[src/rtl/dram_seq_pkg.sv]
package dram_seq_pkg;

  localparam int ADDR_W    = 32;
  localparam int LEN_W     = 4;
  localparam int CNT_W     = LEN_W + 1;
  localparam int PAGE_BASE = 9;

  typedef enum logic [1:0] {
    CLS_FULL = 2'd0,
    CLS_HIT  = 2'd1,
    CLS_MISS = 2'd2
  } acc_cls_e;

  typedef enum logic [2:0] {
    ST_IDLE = 3'd0,
    ST_PRE  = 3'd1,
    ST_ROW  = 3'd2,
    ST_COL  = 3'd3,
    ST_GAP  = 3'd4
  } seq_st_e;

  // Same page when all bits from PAGE_BASE+code upward agree.
  function automatic logic same_page(input logic [ADDR_W-1:0] a,
                                     input logic [ADDR_W-1:0] b,
                                     input logic [1:0]        code);
    int unsigned sh;
    sh = PAGE_BASE + int'(code);
    return (a >> sh) == (b >> sh);
  endfunction

  // A programmed length of zero behaves as one clock.
  function automatic logic [CNT_W-1:0] eff_len(input logic [LEN_W-1:0] x);
    return (x == '0) ? CNT_W'(1) : {1'b0, x};
  endfunction

endpackage

[src/rtl/dram_row_tracker.sv]
module dram_row_tracker
  import dram_seq_pkg::*;
#(
  parameter int NBANK = 4,
  localparam int BW   = $clog2(NBANK)
) (
  input  logic              clk,
  input  logic              rst_n,
  input  logic              accept,
  input  logic [BW-1:0]     idx,
  input  logic [ADDR_W-1:0] addr,
  input  logic              page_en_sel,
  input  logic [1:0]        page_code,
  output acc_cls_e          cls,
  output logic              open_v,
  output logic [BW-1:0]     open_b
);

  logic [ADDR_W-1:0] last_q [NBANK];

  for (genvar g = 0; g < NBANK; g++) begin : g_last
    always_ff @(posedge clk) begin
      if (!rst_n) begin
        last_q[g] <= '0;
      end else if (accept && idx == BW'(g)) begin
        last_q[g] <= addr;
      end
    end
  end

  always_ff @(posedge clk) begin
    if (!rst_n) begin
      open_v <= 1'b0;
      open_b <= '0;
    end else if (accept) begin
      open_v <= page_en_sel;
      open_b <= idx;
    end
  end

  always_comb begin
    cls = CLS_FULL;
    if (open_v && open_b == idx && page_en_sel) begin
      cls = same_page(addr, last_q[idx], page_code) ? CLS_HIT : CLS_MISS;
    end
  end

endmodule

[src/rtl/dram_cycle_fsm.sv]
module dram_cycle_fsm
  import dram_seq_pkg::*;
(
  input  logic             clk,
  input  logic             rst_n,
  input  logic             accept,
  input  acc_cls_e         cls,
  input  logic             wr,
  input  logic             wdly,
  input  logic             burst,
  input  logic [LEN_W-1:0] pre_len,
  input  logic [LEN_W-1:0] acc_len,
  input  logic [LEN_W-1:0] beat_len,
  input  logic [1:0]       col_base,
  output logic             busy,
  output logic             ras_on,
  output logic             cas,
  output logic             row_sel,
  output logic             ack,
  output logic [1:0]       col
);

  seq_st_e          st;
  logic [CNT_W-1:0] cnt;
  logic [1:0]       beat;
  logic [1:0]       last_beat;
  logic [1:0]       base_q;
  logic [CNT_W-1:0] first_q;
  logic [CNT_W-1:0] beatl_q;
  logic             beat_done;

  assign beat_done = (st == ST_COL) && (cnt == CNT_W'(1));

  always_ff @(posedge clk) begin
    if (!rst_n) begin
      st        <= ST_IDLE;
      cnt       <= '0;
      beat      <= '0;
      last_beat <= '0;
      base_q    <= '0;
      first_q   <= '0;
      beatl_q   <= '0;
    end else begin
      unique case (st)
        ST_IDLE: if (accept) begin
          base_q    <= col_base;
          beat      <= '0;
          last_beat <= burst ? 2'd3 : 2'd0;
          first_q   <= eff_len(acc_len);
          beatl_q   <= eff_len(beat_len);
          unique case (cls)
            CLS_HIT: begin
              st  <= ST_COL;
              cnt <= eff_len(acc_len) + {{LEN_W{1'b0}}, wr & wdly};
            end
            CLS_MISS: begin
              st  <= ST_PRE;
              cnt <= eff_len(pre_len);
            end
            default: st <= ST_ROW;
          endcase
        end
        ST_PRE: begin
          if (cnt == CNT_W'(1)) st <= ST_ROW;
          else                  cnt <= cnt - CNT_W'(1);
        end
        ST_ROW: begin
          st  <= ST_COL;
          cnt <= first_q;
        end
        ST_COL: begin
          if (beat_done) begin
            if (beat == last_beat) begin
              st <= ST_IDLE;
            end else begin
              st   <= ST_GAP;
              beat <= beat + 2'd1;
            end
          end else begin
            cnt <= cnt - CNT_W'(1);
          end
        end
        ST_GAP: begin
          st  <= ST_COL;
          cnt <= beatl_q;
        end
        default: st <= ST_IDLE;
      endcase
    end
  end

  assign busy    = (st != ST_IDLE);
  assign ras_on  = (st == ST_ROW) || (st == ST_COL) || (st == ST_GAP);
  assign cas     = (st == ST_COL);
  assign row_sel = (st == ST_ROW);
  assign ack     = beat_done;
  assign col     = base_q + beat;

endmodule

[src/rtl/dram_page_seq.sv]
module dram_page_seq
  import dram_seq_pkg::*;
#(
  parameter int NBANK = 4,
  localparam int BW   = $clog2(NBANK)
) (
  input  logic                   clk,
  input  logic                   rst_n,
  input  logic                   req,
  input  logic [ADDR_W-1:0]      addr,
  input  logic                   wr,
  input  logic [1:0]             size,
  input  logic [NBANK-1:0]       bank_sel,
  input  logic [NBANK-1:0]       cfg_page_en,
  input  logic [NBANK*2-1:0]     cfg_page_sz,
  input  logic [NBANK*LEN_W-1:0] cfg_pre,
  input  logic [NBANK-1:0]       cfg_wr_dly,
  input  logic [NBANK-1:0]       cfg_burst_en,
  input  logic [NBANK*LEN_W-1:0] cfg_acc_len,
  input  logic [NBANK*LEN_W-1:0] cfg_beat_len,
  output logic [NBANK-1:0]       ras,
  output logic                   cas,
  output logic                   row_sel,
  output logic                   ack,
  output logic [1:0]             col_bits
);

  logic [BW-1:0] idx;
  logic          accept;
  acc_cls_e      acc_cls;
  logic          open_v;
  logic [BW-1:0] open_b;
  logic          fsm_busy;
  logic          ras_on;
  logic          is_burst;

  always_comb begin
    idx = '0;
    for (int i = 0; i < NBANK; i++) begin
      if (bank_sel[i]) idx = BW'(i);
    end
  end

  assign accept   = req && !fsm_busy;
  assign is_burst = cfg_burst_en[idx] && (size == 2'b11);

  dram_row_tracker #(.NBANK(NBANK)) u_track (
    .clk         (clk),
    .rst_n       (rst_n),
    .accept      (accept),
    .idx         (idx),
    .addr        (addr),
    .page_en_sel (cfg_page_en[idx]),
    .page_code   (cfg_page_sz[idx*2 +: 2]),
    .cls         (acc_cls),
    .open_v      (open_v),
    .open_b      (open_b)
  );

  dram_cycle_fsm u_fsm (
    .clk      (clk),
    .rst_n    (rst_n),
    .accept   (accept),
    .cls      (acc_cls),
    .wr       (wr),
    .wdly     (cfg_wr_dly[idx]),
    .burst    (is_burst),
    .pre_len  (cfg_pre[idx*LEN_W +: LEN_W]),
    .acc_len  (cfg_acc_len[idx*LEN_W +: LEN_W]),
    .beat_len (cfg_beat_len[idx*LEN_W +: LEN_W]),
    .col_base (addr[3:2]),
    .busy     (fsm_busy),
    .ras_on   (ras_on),
    .cas      (cas),
    .row_sel  (row_sel),
    .ack      (ack),
    .col      (col_bits)
  );

  // During an access the tracker's open bank is the bank being served.
  for (genvar g = 0; g < NBANK; g++) begin : g_ras
    assign ras[g] = fsm_busy ? (ras_on && open_b == BW'(g))
                             : (open_v && open_b == BW'(g));
  end

endmodule


[config.mk]
export PLATFORM = sky130hd
export DESIGN_NAME = dram_page_seq
export DESIGN_NICKNAME = d
export VERILOG_FILES = /design/src/rtl/dram_seq_pkg.sv /design/src/rtl/dram_row_tracker.sv /design/src/rtl/dram_cycle_fsm.sv /design/src/rtl/dram_page_seq.sv
export SDC_FILE = /design/constraint.sdc
export NUM_CORES = 1
export LEC_CHECK = 0
export CORE_AREA = 4 4 146 148
export DETAILED_ROUTE_END_ITERATION = 10
export DIE_AREA = 0 0 150 152
export SYNTH_ARGS = -nofsm -noshare
export SYNTH_HDL_FRONTEND = slang
export SYNTH_SLANG_ARGS = --single-unit
[constraint.sdc]
create_clock -name clk -period 10.6 [get_ports clk]
set_input_delay 2.12 -clock clk [delete_from_list [all_inputs] [get_ports clk]]
set_output_delay 2.12 -clock clk [all_outputs]
set_load 0.02 [all_outputs]
==> results.cfg <==
[global_routing]
overflow = 0
grt_pass1_wl_um = 30000
grt_max_degree = 50
first_global_vias = 5336
antenna_found_initial = 0
grt_use_total_pct = 16.9

[floorplanning]
die_x_um = 150
start_util_pct = 34.4
io_pins = 119
die_area_sq_mm = 0.0228
coreArea_sq_mm = 0.0200
rows = 52
fp.dieH_um = 152

[synthesis]
synth_fp_nets = 827
yosysUniqueCellTypes = 69
synth_edf_count = 92
synth_cells = 712
yosys_warnings = 0
synth_area_per_cell_sq_um = 9.69
ys.flop_type = edfxtp_1
synth_area_sq_mm = 0.00690
synth-async-reset-ratio_pct = 0
ys_ff_latch = 116
ys_seq_area_share_pct = 47.0

[timing]
maxSlewHeadroom_pct = 17.5
rsz0062_at_grt = no
setup_viol = 0
slew_viol_final = 0
finalHoldViolations = 0
timing.final.crit_share_pct = 53.6
max_freq_ghz = 0.176
timing.final.ws_setup_ps = 4910
fin_hold_ws_ps = 461
finalCriticalPeriod_ps = 5690
skew_ps = 6.62
tightest_slew_ps = 1230
setup_tns_ps = 0

[detailed_routing]
drt_iter0_markers = 369
antenna_left = 0
wl_met3_um = 900
vias_per_cell = 5.22
maxUsedRoutingLayer = met4
wl_per_cell_um = 17.5
route.met2.wl_um = 8700
routed_wl_um = 19100
wl_met1_um = 9160
num_vias = 5686
drc = 0
drtPass1Iterations = 5

[place]
gp_congestion = 0.859
dp_hpwl_um = 13000
io_buffers = 110
placed_cell_area_sq_mm = 0.00821
dp.cells = 1058
dp_slack_ps = 4470

[layout]
fin_cells = 1090
syn2layout_area_growth_pct = 27.8
utilization_pct = 44.0
finalNetCount = 922
fill_cells = 1989
antenna_cells = 0
final_area_sq_mm = 0.00882
layout-drive-gt1-share_pct = 7.80

[cts]
htree_levels = 4
ctsResizeCount = 0
clkSinkCount = 116
clock_latency_ps = 420
cts_buffer_depth = 2
cts_tree = built
cts.clk_slew.worst_paths_ps = 60
cts_hold_buffers = 0
post_cts_buffers = 0
root_buffer = clkbuf_16
cts_buffers = 17

[setup_path]
path_max_fanout = 35
cp-start-kind = primary input
critPathCaptureType = register
path_class = in -> reg
worst_ep_required_time_ps = 10900
worstPathArrival_ps = 5990

[power_and_ir_drop]
power_leakage_nw = 3.29
p_per_area_mw_per_mm2 = 159
total_power_mw = 1.40
ir_drop_uv = 107

[outcome]
status = finished clean

[run]
maxCapViolCount = 0

[hold_path]
hold_class = reg -> reg
## final timing paths
path | from | endpoint | slack, ps | depth (start not counted)
setup / recovery | bank_sel[1] | u_fsm.cnt[3] | 4910 | 10
hold / removal | u_fsm.base_q[0] | u_fsm.base_q[0] | 460 | 2
setup reg to reg | u_track.last_q[3][30] | u_fsm.cnt[3] | 7580 | 8
hold reg to reg | u_fsm.base_q[0] | u_fsm.base_q[0] | 460 | 2
## critical path: stages
cell and delay (ps):
buf_2 460, buf_4 560, mux2i_1 150, a221oi_1 710
a2111oi_0 250, a2111o_1 420, nor4b_2 400, a31oi_1 320
and4b_1 280, or3_1 300
## cells by family after synthesis
logic type      Yosys count  synth area share (%)
flops                   116                  47.0
xor+xnor                 10                  1.27
mux                      48                  7.20
fa+ha+maj                 5                 0.907
buf+inv                  74                  4.70
simple gates            310                  24.5
compound gates          149                  14.4
## where the power goes
group / switching, mW / internal, mW / leakage (nW)
Clock: 0.208 / 0.391 / 0.299
Sequential: 0.0221 / 0.527 / 1.15
Combinational: 0.140 / 0.113 / 1.83
Total: 0.370 / 1.03 / 3.29
## sequential cells by signal, indices dropped and copies added (netlist names)
signal,cells
u_fsm.base_q,2
u_fsm.beat,2
u_fsm.beatl_q,4
u_fsm.cnt,5
u_fsm.first_q,4
u_fsm.last_beat,1
u_fsm.st,3
u_track.last_q,92
u_track.open_b,2
u_track.open_v,1
## final cells by class
type,instances,area [sq um],area share [%]
Sequential cell,116,3240,36.8
Multi-Input combinational cell,522,3340,37.9
Clock inverter,14,185,2.10
Clock buffer,18,429,4.87
Inverter,27,101,1.15
Tap cell,270,338,3.83
Timing Repair Buffer,123,1180,13.4
## metal layers
metal  vias to the layer above  GRT usage, %
li1                       2816             -
met1                      2707          24.6
met2                       135          25.3
met3                        28          2.86
met4                         0          5.80
met5                         -             0
## layout by cell type (no fill, tap or decap), types with 5 or more instances in the layout
cell / Yosys / layout
nor3_1: 34 / 34
nand2b_1: 12 / 12
mux2_1: 7 / 7
or3_1: 7 / 7
and2_1: 74 / 74
edfxtp_1: 92 / 92
mux2_2: 6 / 6
a22oi_1: 5 / 5
nand3b_1: 7 / 7
inv_1: 23 / 23
o21ai_1: 5 / 5
ha_1: 5 / 5
nor2b_1: 17 / 17
nand3_1: 11 / 11
clkbuf_16: 0 / 17
a211oi_1: 11 / 11
nand2_1: 61 / 61
buf_4: 4 / 13
clkdlybuf4s50_1: 0 / 107
a21oi_1: 46 / 46
nor4_1: 9 / 9
mux2i_1: 35 / 35
dfxtp_1: 24 / 24
o22ai_1: 6 / 6
o211ai_1: 10 / 10
o21ai_0: 23 / 21
xnor2_1: 7 / 7
nor2_1: 45 / 45
## synth_stat cells, drive strengths merged (9+ instances only)
cell | number | area share [%]
edfxtp | 92 | 40
and2 | 74 | 6.7
nand2 | 61 | 3.3
a21oi | 46 | 3.3
nor2 | 45 | 2.4
mux2i | 35 | 5.1
nor3 | 34 | 2.5
o21ai | 28 | 2.0
clkbuf | 26 | 1.4
inv | 25 | 1.4
dfxtp | 24 | 7.0
buf | 21 | 1.8
nor2b | 17 | 1.5
mux2 | 13 | 2.1
nand2b | 12 | 1.1
a211oi | 11 | 1.2
nand3 | 11 | 0.80
o211ai | 10 | 1.1
nor4 | 9 | 0.82
Note: power is estimated with default switching activity, not from simulation.
